--- src/rtl/shift_uop_pkg.sv ---
package shift_uop_pkg;

   typedef enum logic [2:0] {
      OP_SLL  = 3'b000,
      OP_SRL  = 3'b001,
      OP_ROL  = 3'b010,
      OP_ROR  = 3'b011,
      OP_ASL  = 3'b100,
      OP_ASR  = 3'b101,
      OP_PAS6 = 3'b110,
      OP_PAS7 = 3'b111
   } shop_e;

   typedef enum logic [1:0] {
      FILL_SER  = 2'd0,
      FILL_WRAP = 2'd1,
      FILL_ZERO = 2'd2,
      FILL_SIGN = 2'd3
   } fill_e;

   typedef struct packed {
      logic  go_left;
      logic  go_right;
      logic  drops;
      logic  asl;
      fill_e fill;
   } shctl_t;

endpackage

--- src/rtl/shift_uop_ctrl.sv ---
module shift_uop_ctrl
   import shift_uop_pkg::*;
(
   input  logic [2:0] op_i,
   output shctl_t     ctl_o
);

   always_comb begin
      ctl_o = '{go_left: 1'b0, go_right: 1'b0, drops: 1'b0, asl: 1'b0, fill: FILL_ZERO};
      case (shop_e'(op_i))
         OP_SLL: begin
            ctl_o.go_left = 1'b1;
            ctl_o.drops   = 1'b1;
            ctl_o.fill    = FILL_SER;
         end
         OP_SRL: begin
            ctl_o.go_right = 1'b1;
            ctl_o.drops    = 1'b1;
            ctl_o.fill     = FILL_SER;
         end
         OP_ROL: begin
            ctl_o.go_left = 1'b1;
            ctl_o.fill    = FILL_WRAP;
         end
         OP_ROR: begin
            ctl_o.go_right = 1'b1;
            ctl_o.fill     = FILL_WRAP;
         end
         OP_ASL: begin
            ctl_o.go_left = 1'b1;
            ctl_o.drops   = 1'b1;
            ctl_o.asl     = 1'b1;
            ctl_o.fill    = FILL_ZERO;
         end
         OP_ASR: begin
            ctl_o.go_right = 1'b1;
            ctl_o.drops    = 1'b1;
            ctl_o.fill     = FILL_SIGN;
         end
         default: ;
      endcase
   end

endmodule

--- src/rtl/shift_uop_fill.sv ---
module shift_uop_fill
   import shift_uop_pkg::*;
(
   input  fill_e fill_i,
   input  logic  go_left_i,
   input  logic  serial_i,
   input  logic  msb_i,
   input  logic  lsb_i,
   output logic  fill_o
);

   always_comb begin
      case (fill_i)
         FILL_SER:  fill_o = serial_i;
         FILL_WRAP: fill_o = go_left_i ? msb_i : lsb_i;
         FILL_SIGN: fill_o = msb_i;
         default:   fill_o = 1'b0;
      endcase
   end

endmodule

--- src/rtl/shift_uop_lane.sv ---
module shift_uop_lane #(
   parameter int WIDTH = 8
) (
   input  logic [WIDTH-1:0] a_i,
   input  logic             go_left_i,
   input  logic             go_right_i,
   input  logic             fill_i,
   output logic [WIDTH-1:0] y_o
);

   localparam int TOP = WIDTH - 1;

   for (genvar i = 0; i < WIDTH; i++) begin : g_bit
      logic from_low;
      logic from_high;

      if (i == 0) begin : g_bottom
         assign from_low = fill_i;
      end else begin : g_mid_lo
         assign from_low = a_i[i-1];
      end

      if (i == TOP) begin : g_top
         assign from_high = fill_i;
      end else begin : g_mid_hi
         assign from_high = a_i[i+1];
      end

      always_comb begin
         if (go_left_i)       y_o[i] = from_low;
         else if (go_right_i) y_o[i] = from_high;
         else                 y_o[i] = a_i[i];
      end
   end

endmodule

--- src/rtl/shift_uop_flags.sv ---
module shift_uop_flags (
   input  logic msb_i,
   input  logic next_i,
   input  logic lsb_i,
   input  logic go_left_i,
   input  logic go_right_i,
   input  logic drops_i,
   input  logic asl_i,
   output logic spill_o,
   output logic ovf_o
);

   always_comb begin
      spill_o = 1'b0;
      if (drops_i && go_left_i)  spill_o = msb_i;
      if (drops_i && go_right_i) spill_o = lsb_i;
      ovf_o = asl_i & (msb_i ^ next_i);
   end

   always_comb begin
      if (!asl_i) begin
         p_no_overflow_r8: assert (!ovf_o);
      end
      if (!drops_i) begin
         p_nothing_spills_r9: assert (!spill_o);
      end
   end

endmodule

--- src/rtl/shift_uop_unit.sv ---
module shift_uop_unit
   import shift_uop_pkg::*;
#(
   parameter int WIDTH = 8
) (
   input  logic [WIDTH-1:0] operand_i,
   input  logic [2:0]       op_i,
   input  logic             serial_i,
   output logic [WIDTH-1:0] result_o,
   output logic             spill_o,
   output logic             ovf_o
);

   localparam int MSB = WIDTH - 1;
   localparam int NXT = WIDTH - 2;

   if (WIDTH < 2) begin : g_bad_width
      $error("shift_uop_unit: WIDTH must be at least 2");
   end

   shctl_t ctl;
   logic   fill_bit;

   shift_uop_ctrl u_ctrl (
      .op_i  (op_i),
      .ctl_o (ctl)
   );

   shift_uop_fill u_fill (
      .fill_i    (ctl.fill),
      .go_left_i (ctl.go_left),
      .serial_i  (serial_i),
      .msb_i     (operand_i[MSB]),
      .lsb_i     (operand_i[0]),
      .fill_o    (fill_bit)
   );

   shift_uop_lane #(.WIDTH(WIDTH)) u_lane (
      .a_i        (operand_i),
      .go_left_i  (ctl.go_left),
      .go_right_i (ctl.go_right),
      .fill_i     (fill_bit),
      .y_o        (result_o)
   );

   shift_uop_flags u_flags (
      .msb_i      (operand_i[MSB]),
      .next_i     (operand_i[NXT]),
      .lsb_i      (operand_i[0]),
      .go_left_i  (ctl.go_left),
      .go_right_i (ctl.go_right),
      .drops_i    (ctl.drops),
      .asl_i      (ctl.asl),
      .spill_o    (spill_o),
      .ovf_o      (ovf_o)
   );

   always_comb begin
      if (op_i == 3'(OP_SLL)) begin
         p_serial_enters_r1: assert (result_o[0] == serial_i);
      end
      if (op_i == 3'(OP_ROL) || op_i == 3'(OP_ROR)) begin
         p_ones_kept_r3: assert ($countones(result_o) == $countones(operand_i));
      end
      if (op_i == 3'(OP_ASL)) begin
         p_zero_enters_r5: assert (!result_o[0]);
      end
      if (op_i == 3'(OP_ASR)) begin
         p_sign_kept_r6: assert (result_o[MSB] == operand_i[MSB]);
      end
      if (op_i[2:1] == 2'b11) begin
         p_pass_through_r10: assert (result_o == operand_i);
      end
   end

endmodule

--- config.mk ---
export PLATFORM = sky130hd
export DESIGN_NAME = shift_uop_unit
export DESIGN_NICKNAME = d
export VERILOG_FILES = /design/src/rtl/shift_uop_pkg.sv /design/src/rtl/shift_uop_ctrl.sv /design/src/rtl/shift_uop_fill.sv /design/src/rtl/shift_uop_lane.sv /design/src/rtl/shift_uop_flags.sv /design/src/rtl/shift_uop_unit.sv
export SDC_FILE = /design/constraint.sdc
export NUM_CORES = 1
export LEC_CHECK = 0
export BUFFER_PORTS_ARGS = -buffer_cell sky130_fd_sc_hd__buf_4
export CAP_MARGIN = 20
export CORE_AREA = 2 2 39 41
export DETAILED_ROUTE_END_ITERATION = 6
export DIE_AREA = 0 0 41 43
export GPL_TIMING_DRIVEN = 0
export REMOVE_ABC_BUFFERS = 1
export SLEW_MARGIN = 0
export SYNTH_ARGS = -nofsm -noshare
export SYNTH_HDL_FRONTEND = slang
export SYNTH_HIERARCHICAL = 1
export SYNTH_SLANG_ARGS = --single-unit
--- constraint.sdc ---
create_clock -name vclk -period 1.3
set_clock_uncertainty 0.1 [all_clocks]
set_input_delay 0.195 -clock vclk [all_inputs]
set_output_delay 0.195 -clock vclk [all_outputs]
set_load 0.01 [all_outputs]
==> out/qor.csv <==
metric,value,unit
grt_max_degree,17,
start_util,0.203,
rsz0062_at_grt,yes,
p_int,128,uW
crit_start,op_i[1],
fmax,677,MHz
ys_seq_area_frac,0,
syn-instance-count,42,
setup_ws,-0.177,ns
mostFrequentLayoutCells,"22 x buf_4, 9 x nand2_1, 8 x mux2i_1, 8 x o21ai_1, 5 x buf_6",
arrival,1.18,ns
placed_cell_area,448,um^2
overflow,0,
instances_no_fill,84,
post-route-period-util,1.14,
design.seq.count,0,
yosysWarningCount,6,
diodes,0,
regArea,0,um^2
hold_viol_final,0,
pwr-share-comb,1.000,
timing.setup.tns,-0.965,ns
grt_pass1_vias,313,
io_pins,22,
p_leak,0.271,nW
cp_top_family,compound AO/OA/AOI/OAI gates,
drt-wirelength-per-cell,9.60,um
fin_area,571,um^2
cp-start-kind,primary input,
yosysUniqueCellTypes,18,
fp.dieW,41,um
crit_chain,buf_12 -> nand3b_1 -> o21ai_2 -> nand4bb_1 -> o311ai_2 -> mux2i_1 -> o21ai_1 -> buf_4,
final_common_cell,buf_4,
drt-total-wl,806,um
cp-end-kind,output port,
clkPwrFrac,0,
hold_slack,0.605,ns
final_antenna_net_count,0,
outcome,"finished, violations left",
cpPeakStageDelay,0.16,ns
coreArea,1380,um^2
maxSlewHeadroom,0.823,
synth_area,282,um^2
grt_pass1_wl,1.24,mm
avgSynthCellArea,6.70,um^2
crit_type,in2out,
total_power,225,uW
final_util,0.412,
hold_start,operand_i[3],
vdd_drop_max,159,uV
drt-vias-per-instance,4.52,
dp_slack,-1.01,ns
clock_buffers,0,
power_density,394,nW/um^2
drv_cap,0,
vias,380,
grt_usage,0.0929,
multi_input_area,282,um^2
path_max_fanout,4,
cts_hold_buf,0,
n_fill_cell,155,
drc_errors,0,
dieArea,1760,um^2
worstMarginPinSlew,0.265,ns
p_sw_frac,0.430,
gp_congestion,0.638,
drt-pass1-iter-count,2,
cp_slowest_cell,nand3b_1,
fp.dieH,43,um
dp_hpwl,591,um
drive_gt1_frac,0.515,
rows,14,
p_seq_frac,0,
required,1.00,ns
syn_to_final_growth,103,%
setup_viol,9,
portBuffers,22,
fin_crit,1.48,ns
p_sw,96.6,uW
dp.cells,78,
report.final.slew_viol_count,0,
min_path_type,in2out,
violations,negative setup slack,
antenna_found_initial,0,
crit_buf_inv,2,
final_nets,82,
drtIter0Drc,1,
[what timing repair did]
| action | 4_1_cts | 5_1_grt |
|---|---|---|
| endpoints found under the setup margin | 9 | 9 |
| pin swaps | 10 | 6 |
| gates resized for setup | 13 | 1 |
| setup buffers | 6 | 0 |
[routing by layer]
layer | up-vias | GRT usage | wire (um)
met2 | 15 | 0.153 | 379
met3 | 0 | 0.0105 | 84
met5 | - | 0 | 0
met1 | 161 | 0.133 | 342
met4 | 0 | 0 | 0
li1 | 204 | - | -
[cell usage after synthesis]
master     instances  area, um^2
nand4b_1           1        8.76
nand4bb_1          1        11.3
and2_1             1        6.26
inv_2              1        3.75
o311ai_1           1        8.76
a21boi_0           1        7.51
inv_1              1        3.75
nand2_1            9        33.8
nand3b_1           1        7.51
mux2i_1            8        80.1
a21oi_1            1        5.00
buf_6              2        22.5
xor2_1             1        8.76
o211ai_1           1        7.51
o21ai_1            9        45.0
clkbuf_1           1        3.75
nand3_1            1        5.00
nor3b_2            1        12.5
[power by group through the flow]
| stage | registers, mW | clock network, mW | logic [mW] |
|---|---|---|---|
| after floorplan | 0 | 0 | 0.0849 |
| after global placement | 0 | 0 | 0.178 |
| after detailed placement | 0 | 0 | 0.181 |
| after CTS | 0 | 0 | 0.225 |
| after global routing | 0 | 0 | 0.245 |
| final | 0 | 0 | 0.225 |
[area by class of cell]
class,instances,area share
multi-input combinational,37,0.493
timing repair buffer,29,0.458
tap,16,0.0351
inverter,2,0.0132
[logic make-up (layout without fill, tap and decap cells)]
family,count (synthesis),after routing,synth area share
and+or+nand+nor,15,15,0.302
AOI/OAI and AO/OA,13,13,0.262
muxes,8,8,0.284
buffers and inverters,5,31,0.120
xor gates and xnor gates,1,1,0.0311
[final timing paths]
kind,slack [ns],cells past startpoint,end
max,-0.18,8,result_o[7]
min,0.61,4,result_o[4]
Note: power is estimated with default switching activity, not from simulation.
